`config.mk`:
```
export PLATFORM = sky130hd
export DESIGN_NAME = dual_pwm_gen
export DESIGN_NICKNAME = d
export VERILOG_FILES = /design/src/rtl/pwm_gen_pkg.sv /design/src/rtl/pwm_regfile.sv /design/src/rtl/pwm_prescaler.sv /design/src/rtl/pwm_phase_gen.sv /design/src/rtl/dual_pwm_gen.sv
export SDC_FILE = /design/constraint.sdc
export NUM_CORES = 1
export LEC_CHECK = 0
export CAP_MARGIN = 15
export CORE_MARGIN = 2
export CORE_UTILIZATION = 55
export CTS_CLUSTER_DIAMETER = 200
export DETAILED_ROUTE_END_ITERATION = 8
export DONT_BUFFER_PORTS = 1
export PLACE_DENSITY = 0.71
export SLEW_MARGIN = 0
export SYNTH_ARGS = -nofsm -noshare
export SYNTH_HDL_FRONTEND = slang
export SYNTH_HIERARCHICAL = 1
export SYNTH_SLANG_ARGS = --single-unit
```
`constraint.sdc`:
```
create_clock -name clk -period 11.1 [get_ports clk]
set_input_delay 2.22 -clock clk [delete_from_list [all_inputs] [get_ports clk]]
set_output_delay 2.22 -clock clk [all_outputs]
set_load 0.02 [all_outputs]
```
`src/rtl/pwm_gen_pkg.sv`:
```
package pwm_gen_pkg;
  localparam int NCH    = 2;
  localparam int NSRC   = 4;
  localparam int CNT_W  = 16;
  localparam int DIV_W  = 7;
  localparam int SEL_W  = $clog2(NSRC);
  localparam int DATA_W = 32;
  // control word: enables, ds bits, selects, then one byte per channel
  localparam int CTRL_W = 8 + 8 * NCH;

  typedef struct packed {
    logic             oe;
    logic             ds;
    logic             ce;
    logic [SEL_W-1:0] sel;
    logic [DIV_W-1:0] div;
    logic [CNT_W-1:0] hi;
    logic [CNT_W-1:0] lo;
  } chan_cfg_t;
endpackage

```
`src/rtl/pwm_regfile.sv`:
```
module pwm_regfile
  import pwm_gen_pkg::*;
#(
  parameter int ADDR_W = 5
) (
  input  logic                     clk,
  input  logic                     rst_n,
  input  logic                     bus_we,
  input  logic                     bus_re,
  input  logic [ADDR_W-1:0]        bus_addr,
  input  logic [DATA_W-1:0]        bus_wdata,
  output logic [DATA_W-1:0]        bus_rdata,
  output chan_cfg_t [NCH-1:0]      cfg
);
  localparam int WORD_W = ADDR_W - 2;

  logic [DATA_W-1:0] duty_q [NCH];
  logic [CTRL_W-1:0] ctrl_q;
  logic [WORD_W-1:0] word;
  logic [DATA_W-1:0] rd_mux;
  logic              unused_lsb;

  assign word       = bus_addr[ADDR_W-1:2];
  assign unused_lsb = ^bus_addr[1:0];

  always_ff @(posedge clk) begin
    if (!rst_n) begin
      for (int c = 0; c < NCH; c++) duty_q[c] <= '0;
      ctrl_q <= '0;
    end else if (bus_we) begin
      for (int c = 0; c < NCH; c++)
        if (int'(word) == c) duty_q[c] <= bus_wdata;
      if (int'(word) == NCH) ctrl_q <= bus_wdata[CTRL_W-1:0];
    end
  end

  always_comb begin
    rd_mux = '0;
    for (int c = 0; c < NCH; c++)
      if (int'(word) == c) rd_mux = duty_q[c];
    if (int'(word) == NCH) rd_mux = {{(DATA_W-CTRL_W){1'b0}}, ctrl_q};
  end

  always_ff @(posedge clk) begin
    if (!rst_n)      bus_rdata <= '0;
    else if (bus_re) bus_rdata <= rd_mux;
  end

  for (genvar c = 0; c < NCH; c++) begin : g_fields
    assign cfg[c].oe  = ctrl_q[c];
    assign cfg[c].ds  = ctrl_q[NCH + c];
    assign cfg[c].sel = ctrl_q[2*NCH + SEL_W*c +: SEL_W];
    assign cfg[c].div = ctrl_q[8 + 8*c +: DIV_W];
    assign cfg[c].ce  = ctrl_q[8 + 8*c + DIV_W];
    assign cfg[c].hi  = duty_q[c][DATA_W-1 -: CNT_W];
    assign cfg[c].lo  = duty_q[c][CNT_W-1:0];
  end
endmodule

```
`src/rtl/pwm_prescaler.sv`:
```
module pwm_prescaler #(
  parameter int DIV_W = 7,
  parameter int NSRC  = 4,
  localparam int SEL_W = $clog2(NSRC)
) (
  input  logic             clk,
  input  logic             rst_n,
  input  logic             run,
  input  logic [SEL_W-1:0] sel,
  input  logic [DIV_W-1:0] div,
  input  logic [NSRC-1:0]  src_tick,
  output logic             tick
);
  logic [DIV_W-1:0] cnt;
  logic             src;
  logic             last;

  assign src  = src_tick[sel];
  assign last = (cnt == div);
  assign tick = run & src & last;

  always_ff @(posedge clk) begin
    if (!rst_n || !run) cnt <= '0;
    else if (src)       cnt <= last ? '0 : cnt + 1'b1;
  end
endmodule

```
`src/rtl/pwm_phase_gen.sv`:
```
module pwm_phase_gen #(
  parameter int CNT_W = 16
) (
  input  logic             clk,
  input  logic             rst_n,
  input  logic             run,
  input  logic             tick,
  input  logic [CNT_W-1:0] hi_in,
  input  logic [CNT_W-1:0] lo_in,
  output logic             pwm
);
  logic [CNT_W-1:0] act_hi, act_lo;
  logic [CNT_W:0]   pos, span;
  logic             wrap;

  assign span = {1'b0, act_hi} + {1'b0, act_lo};
  assign wrap = (span == '0) || (pos == span - 1'b1);
  assign pwm  = run && (act_hi != '0) && (pos < {1'b0, act_hi});

  always_ff @(posedge clk) begin
    if (!rst_n) begin
      pos    <= '0;
      act_hi <= '0;
      act_lo <= '0;
    end else if (!run) begin
      pos    <= '0;
      act_hi <= hi_in;
      act_lo <= lo_in;
    end else if (tick) begin
      if (wrap) begin
        pos    <= '0;
        act_hi <= hi_in;
        act_lo <= lo_in;
      end else begin
        pos <= pos + 1'b1;
      end
    end
  end
endmodule

```
`src/rtl/dual_pwm_gen.sv`:
```
module dual_pwm_gen
  import pwm_gen_pkg::*;
#(
  parameter int ADDR_W = 5
) (
  input  logic              clk,
  input  logic              rst_n,
  input  logic              bus_we,
  input  logic              bus_re,
  input  logic [ADDR_W-1:0] bus_addr,
  input  logic [DATA_W-1:0] bus_wdata,
  output logic [DATA_W-1:0] bus_rdata,
  input  logic [NSRC-1:0]   src_tick,
  output logic [NCH-1:0]    pwm_out
);
  chan_cfg_t [NCH-1:0] cfg;
  logic [NCH-1:0]      run_vec;
  logic [NCH-1:0]      tick_vec;
  logic [NCH-1:0]      ds_vec;

  pwm_regfile #(.ADDR_W(ADDR_W)) u_regs (
    .clk(clk), .rst_n(rst_n), .bus_we(bus_we), .bus_re(bus_re),
    .bus_addr(bus_addr), .bus_wdata(bus_wdata), .bus_rdata(bus_rdata),
    .cfg(cfg)
  );

  for (genvar c = 0; c < NCH; c++) begin : g_ch
    assign ds_vec[c]  = cfg[c].ds;
    assign run_vec[c] = cfg[c].oe & cfg[c].ce & ~cfg[c].ds;

    pwm_prescaler #(.DIV_W(DIV_W), .NSRC(NSRC)) u_pre (
      .clk(clk), .rst_n(rst_n), .run(run_vec[c]), .sel(cfg[c].sel),
      .div(cfg[c].div), .src_tick(src_tick), .tick(tick_vec[c])
    );

    pwm_phase_gen #(.CNT_W(CNT_W)) u_phase (
      .clk(clk), .rst_n(rst_n), .run(run_vec[c]), .tick(tick_vec[c]),
      .hi_in(cfg[c].hi), .lo_in(cfg[c].lo), .pwm(pwm_out[c])
    );
  end
endmodule

```
==> out/results.tsv, run 1 <==
stage	metric	value	unit
final_layout	diodes	0	
synth	synth.most_common_cell	nand2_1	
critical_path	r2r-start	g_ch[0].u_phase/act_hi[0]$_SDFFE_PN0P_	
cts	post_cts_resized	0	
cts	numCtsBuffers	25	
drt	antenna_left	0	
critical_path	cp.arrival	3.25	ns
global_route	grt_max_degree	171	
final_layout	fin_nets	1576	
synth	synthSimpleGateAreaFrac	21.9	%
drt	vias	10828	
synth	synth_top_area_share	24.0	%
drt	vias_per_cell	5.99	
timing	slew_viol_final	0	
pwr	vdd.ir_drop.worst	0.000145	V
pwr	combPwrFrac	13.5	%
timing	fin_skew	0.0231	ns
synth	synthMuxAreaShare	7.61	%
critical_path	cp-start-kind	register	
pwr	pwr-share-seq	43.2	%
cts	post_cts_buffers	0	
cts	cts_hold_buf	0	
synth	synth_top_flop_cell	dfxtp_1	
pwr	p_per_area	146	nW/um2
global_route	antenna_found_initial	1	
worst_hold_path	min_from	g_ch[1].u_phase/act_lo[10]$_SDFFE_PN0P_	
final_layout	syn2layout_area_growth	7.15	%
critical_path	crit_start	g_ch[0].u_phase/act_hi[1]$_SDFFE_PN0P_	
cts	htreeDepth	1	
timing	fmax	0.183	GHz
worst_hold_path	hp-class	register to register	
die	start_util	55.8	%
die	rows	58	
timing	worst_slew_pin_slew	1.22	ns
critical_path	crit_fanout	4	
synth	avgSynthCellArea	9.34	um2
die	fp.dieH	164	um
synth	ys_ff_latch	232	
drt	drc	0	
pwr	p_sw_share	25.6	%
synth	synthesis.nets	1617	
final_layout	drive_gt1_share	6.77	%
timing	slew_headroom	18.6	%
timing	finalSetupViolCount	0	
cts	cts.sinks	232	
synth	synth_compound_area_share	14.3	%
drt	first_pass_iters	6	
synth	synthXorXnorAreaFrac	7.34	%
critical_path	end_kind	primary output	
synth	synthCells	1500	
synth	syn-cell-area	14000	um2
die	dieArea	26800	um2
drt	wl	34.9	mm
cts	clockBufferDepth	3	
critical_path	path_class	register to primary output	
synth	ys_warn_count	6	
cts	clockRootBuffer	clkbuf_16	
placed_design	dp_hpwl	25.3	mm
timing	min_period_over_period	49.2	%
timing	hold_viol	0	
synth	synth_commonest_cells	234 x nand2_1, 168 x dfxtp_1, 102 x mux2i_1	
cts	clk_pin_slew	0.06	ns
pwr	switching_power	559	uW
job	maxCapViolations	0	
global_route	grt_usage	26.1	%
synth	synth_adder_area_share	6.54	%
pwr	leakage	5.70	nW
die	core-area	25100	um2
synth	synth.distinct_cells	82	
global_route	grt_pass1_vias	10633	
final_layout	finish.utilization	59.8	%
drt	drt-initial-drc-count	713	
die	dieWidth	164	um
timing	timing.setup.tns	0	ns
synth	synthTopCellsByArea	dfxtp_1 24%, edfxtp_1 14%, mux2i_1 7.3%, nand2_1 6.3%, ha_1 6.3%	
synth	ys_async_sr_fraction	0	%
timing	rsz0062_at_grt	no	
outcome	outcome	finished clean	
pwr	clockPowerShare	43.3	%
global_route	grt_overflow_total	0	
pwr	p_int	1.63	mW
global_route	grt_pass1_wl	55.5	mm
cts	clk_latency	0.54	ns
placed_design	io_buffer_count	0	
critical_path	cp.required	8.88	ns
timing	post-route-min-period	5.47	ns
synth	synth_edf_count	64	
drt	wl_per_cell	19.3	um
synth	synth_top_cell_by_area	dfxtp_1	
placed_design	gp_congestion	0.940	
synth	synth_top_family_by_area	simple AND/OR/NAND/NOR gates	
die	boundaryPins	79	
synth	synth-seq-area-share	37.7	%
cts	tritoncts	done	
## logic make-up after synthesis
family          count (synthesis)
simple gates                  606
compound gates                243
flops                         232
buf+inv                       129
xor+xnor                      114
mux                           104
fa+ha+maj                      72
## through the flow
stage                     std cells  worst slack, ns  total power [mW]  area [um2]  hold WS, ns
final                          1808             5.63              2.18       15000        0.467
after floorplan                1500             5.77              1.20       14000        0.442
after global routing           1808             5.53              2.26       15000        0.492
after global placement         1762             6.20              1.24       14100        0.454
after CTS                      1808             5.63              2.19       15000        0.467
after detailed placement       1762             6.20              1.25       14100        0.463
## worst paths after layout
kind | end | slack (ns) | cells after the start
setup / recovery | pwm_out[0] | 5.63 | 12
setup reg to reg | g_ch[0].u_phase/pos[11]$_SDFFE_PN0P_ | 6.34 | 14
hold reg to reg | g_ch[1].u_phase/act_lo[10]$_SDFFE_PN0P_ | 0.47 | 2
hold / removal | g_ch[1].u_phase/act_lo[10]$_SDFFE_PN0P_ | 0.47 | 2
## cell type report
class | instances | area (um2)
Fill cell | 2207 | 10100
Multi-Input combinational cell | 1139 | 8100
Sequential cell | 232 | 5290
Clock buffer | 27 | 664
Tap cell | 330 | 413
Clock inverter | 19 | 283
Inverter | 52 | 195
Timing Repair Buffer | 9 | 67.6
## layer usage
metal | vias up | GRT usage, % | part of all wire, %
met5 | - | 0 | 0.046
met3 | 61 | 4.32 | 6.4
li1 | 5314 | - | -
met1 | 5156 | 34.4 | 44
met4 | 2 | 7.62 | 2.6
met2 | 295 | 44.1 | 47
## worst max-delay path, stage by stage (launching register included)
cell and delay (ns):
dfxtp_1 0.50, inv_1 0.15, ha_1 0.33, a21o_1 0.16
a21o_1 0.16, a21o_1 0.17, a21o_1 0.17, a21o_1 0.17
a21o_1 0.17, a21o_1 0.17, a211oi_1 0.21, o21ai_0 0.11
nand2_1 0.23
## power by group through the flow
| stage | Combinational (mW) | Clock, mW | Sequential, mW |
|---|---|---|---|
| 2_1_floorplan | 0.252 | 0 | 0.947 |
| 3_3_place_gp | 0.283 | 0 | 0.961 |
| 3_5_place_dp | 0.291 | 0 | 0.962 |
| 4_1_cts | 0.293 | 0.953 | 0.944 |
| 5_1_grt | 0.327 | 0.982 | 0.948 |
| 6_report | 0.295 | 0.945 | 0.945 |
## cell usage in the layout (no fill, tap or decap), types with 23 or more instances in the layout
cell	synthesis	final
nand2_1	234	233
dfxtp_1	168	168
mux2i_1	102	102
nor2_1	85	85
ha_1	70	70
xnor2_1	64	64
edfxtp_1	64	64
inv_1	52	52
nor3_1	52	52
and2_1	48	48
xor2_1	48	48
nand3_1	35	35
a21o_1	30	30
nand4_1	30	30
clkbuf_16	0	26
o21ai_0	27	26
a21oi_1	26	26
a221o_1	26	26
and3_1	23	23
## flip-flops by register name (all words and copies together), names as in the netlist
name	count
g_ch.u_phase/act_hi	32
g_ch.u_pre/cnt	14
u_regs/bus_rdata	32
u_regs/duty_q	64
g_ch.u_phase/pos	34
g_ch.u_phase/act_lo	32
u_regs/ctrl_q	24
(Power assumes the default switching activity.)
==> run 2: changes to the inputs <==
clock period = 5.37 ns   (was 11.1 ns; I/O delays follow)
==> out/results.tsv, run 2 (synthesis results as in run 1) <==
stage	metric	value	unit	change
global_route	grt_usage	25.9	%	-0.20 points
timing	timing.setup.tns	0	ns	unchanged
drt	antenna_left	0		unchanged
drt	wl_per_cell	19.1	um	-1.1%
die	dieWidth	164	um	unchanged
job	maxCapViolations	0		unchanged
critical_path	cp-start-kind	register		
cts	clockBufferDepth	3		unchanged
critical_path	reg2regPathDepth	14		unchanged
global_route	grt_pass1_vias	10339		-2.8%
drt	vias	10822		-0.055%
worst_hold_path	min_path_cells	2		unchanged
pwr	leakage	5.65	nW	-0.86%
critical_path	cp.required	5.76	ns	-3.12 ns
global_route	grt_max_degree	171		unchanged
final_layout	final_cell_mix	234 x nand2_1, 168 x dfxtp_1, 102 x mux2i_1, 85 x nor2_1, 70 x ha_1		
die	start_util	55.8	%	unchanged
final_layout	design_area	14900	um2	-0.66%
drt	drt-initial-drc-count	821		+15%
final_layout	diodes	0		unchanged
global_route	grt_pass1_wl	55.2	mm	-0.49%
final_layout	seq_area	5290	um2	unchanged
worst_hold_path	holdPathEnd	g_ch[1].u_phase/act_lo[13]$_SDFFE_PN0P_		
die	rows	58		unchanged
timing	rsz0062_at_grt	no		
timing	worst_slew_pin_slew	1.17	ns	-0.0411 ns
final_layout	multi_input_comb_area	8100	um2	about the same
cts	tritoncts	done		
placed_design	io_buffer_count	0		unchanged
critical_path	path_class	register to register		
critical_path	r2r_slack	0.74	ns	-5.60 ns
cts	numCtsBuffers	25		unchanged
final_layout	fin_nets	1577		+0.063%
timing	min_period_over_period	86.2	%	
die	dieArea	26800	um2	unchanged
drt	drc	0		unchanged
final_layout	mostFrequentLayoutCell	nand2_1		
die	core-area	25100	um2	unchanged
pwr	p_per_area	291	nW/um2	+100%
die	fp.dieH	164	um	unchanged
final_layout	syn2layout_area_growth	6.44	%	
cts	cts.sinks	232		unchanged
final_layout	regMostFlops	u_regs/duty_q		
cts	post_cts_resized	0		unchanged
critical_path	cpPeakStageDelay	0.62	ns	+0.12 ns
cts	clk_pin_slew	0.06	ns	about the same
final_layout	top_regs	u_regs/duty_q x64, g_ch.u_phase/pos x34		
cts	cts_hold_buf	0		unchanged
outcome	outcome	finished clean		
global_route	grt_overflow_total	0		unchanged
global_route	antenna_found_initial	1		unchanged
timing	finalSetupViolCount	0		unchanged
timing	fmax	0.216	GHz	
placed_design	dpl_cell_area	14100	um2	about the same
timing	fin_skew	0.0134	ns	-0.00972 ns
drt	wl	34.6	mm	-1.0%
final_layout	finish.utilization	59.4	%	-0.39 points
timing	post-route-min-period	4.63	ns	
cts	clk_latency	0.54	ns	about the same
die	boundaryPins	79		unchanged
critical_path	rr_endpoint	g_ch[0].u_phase/pos[14]$_SDFFE_PN0P_		
timing	slew_viol_final	0		unchanged
timing	fin_hold_ws	0.469	ns	+0.00172 ns
timing	hold_viol	0		unchanged
final_layout	largest_register_ffs	64		unchanged
critical_path	cp_common_cell	a211oi_2		
critical_path	r2r-start	g_ch[0].u_phase/act_hi[0]$_SDFFE_PN0P_		
worst_hold_path	min_from	g_ch[1].u_phase/act_lo[13]$_SDFFE_PN0P_		
placed_design	dp_hpwl	25.3	mm	-0.23%
drt	vias_per_cell	5.98		-0.11%
final_layout	drive_gt1_share	6.36	%	-0.41 points
cts	clockRootBuffer	clkbuf_16		
critical_path	worstPathCellList	ha_1 > inv_1 > fa_1 > nor2b_1 > o21bai_1 > a211oi_2 > mux2i_1 > a211oi_2 > xnor2_1 > or4b_2 > nand3_1 > o2111ai_1 > a21oi_2 > nor3_1		
cts	post_cts_buffers	0		unchanged
critical_path	crit_fanout	15		+11
pwr	vdd.ir_drop.worst	0.000288	V	+99%
critical_path	cp.arrival	5.02	ns	+1.77 ns
placed_design	gp_congestion	0.957		+1.8%
worst_hold_path	hp-class	register to register		
critical_path	critPathSlowestCell	a21oi_2		
critical_path	end_kind	register		
timing	slew_headroom	21.3	%	+2.8 points
cts	htreeDepth	1		unchanged
final_layout	n_fill_cell	2231		+1.1%
drt	first_pass_iters	5		-1
run 2: how the worst max path moves through the flow:
| stage | start | to | slack (ns) | cells past startpoint |
|---|---|---|---|---|
| global placement | g_ch[0].u_phase/act_hi[4]$_SDFFE_PN0P_ | g_ch[0].u_phase/pos[14]$_SDFFE_PN0P_ | 0.93 | 12 |
| CTS | g_ch[0].u_phase/act_hi[0]$_SDFFE_PN0P_ | g_ch[0].u_phase/pos[14]$_SDFFE_PN0P_ | 0.80 | 14 |
| detailed placement | g_ch[0].u_phase/act_hi[0]$_SDFFE_PN0P_ | g_ch[0].u_phase/pos[14]$_SDFFE_PN0P_ | 0.86 | 14 |
| global route | g_ch[0].u_phase/act_hi[0]$_SDFFE_PN0P_ | g_ch[0].u_phase/pos[4]$_SDFFE_PN0P_ | 0.41 | 14 |
| finish | g_ch[0].u_phase/act_hi[0]$_SDFFE_PN0P_ | g_ch[0].u_phase/pos[14]$_SDFFE_PN0P_ | 0.74 | 14 |
| floorplan | bus_addr[2] | u_regs/duty_q[0][0]$_DFFE_PP_ | 1.18 | 3 |
run 2: layer usage:
metal  routed length, um  GRT usage [%]  vias up
met4                 730           6.54        2
met3                2180           4.52       49
met1               15500           35.2     5152
met5                  13              0        -
met2               16100           42.8      286
li1                    -              -     5333
run 2: final cells by class:
class	instances	share of cell area (%)
Multi-Input combinational cell	1139	54.3
Sequential cell	232	35.5
Clock buffer	30	4.32
Tap cell	330	2.77
Clock inverter	16	1.33
Inverter	52	1.31
Timing Repair Buffer	10	0.504
run 2: report_power, final:
| group | leakage (nW) | internal [mW] | total [mW] | switching [mW] |
|---|---|---|---|---|
| Clock | 0.421 | 1.06 | 1.78 | 0.724 |
| Sequential | 1.99 | 1.87 | 1.95 | 0.0749 |
| Combinational | 3.24 | 0.252 | 0.613 | 0.361 |
| Total | 5.65 | 3.18 | 4.34 | 1.16 |
run 2: worst max-delay path: cells and delay by family (launching register included):
kind            cells  cell delay [ns]
flops               1             0.53
compound gates      5             1.78
simple gates        4             1.08
mux                 1             0.17
buf+inv             1             0.06
fa+ha+maj           2             0.65
xor+xnor            1             0.20
run 2: per-stage QoR:
| step | power, mW | cells | worst slack, ns |
|---|---|---|---|
| final | 4.34 | 1809 | 0.739 |
| after global routing | 4.50 | 1809 | 0.414 |
| after CTS | 4.37 | 1809 | 0.797 |
| after detailed placement | 2.59 | 1763 | 0.859 |
| after global placement | 2.57 | 1763 | 0.928 |
| after floorplan | 2.48 | 1500 | 1.18 |
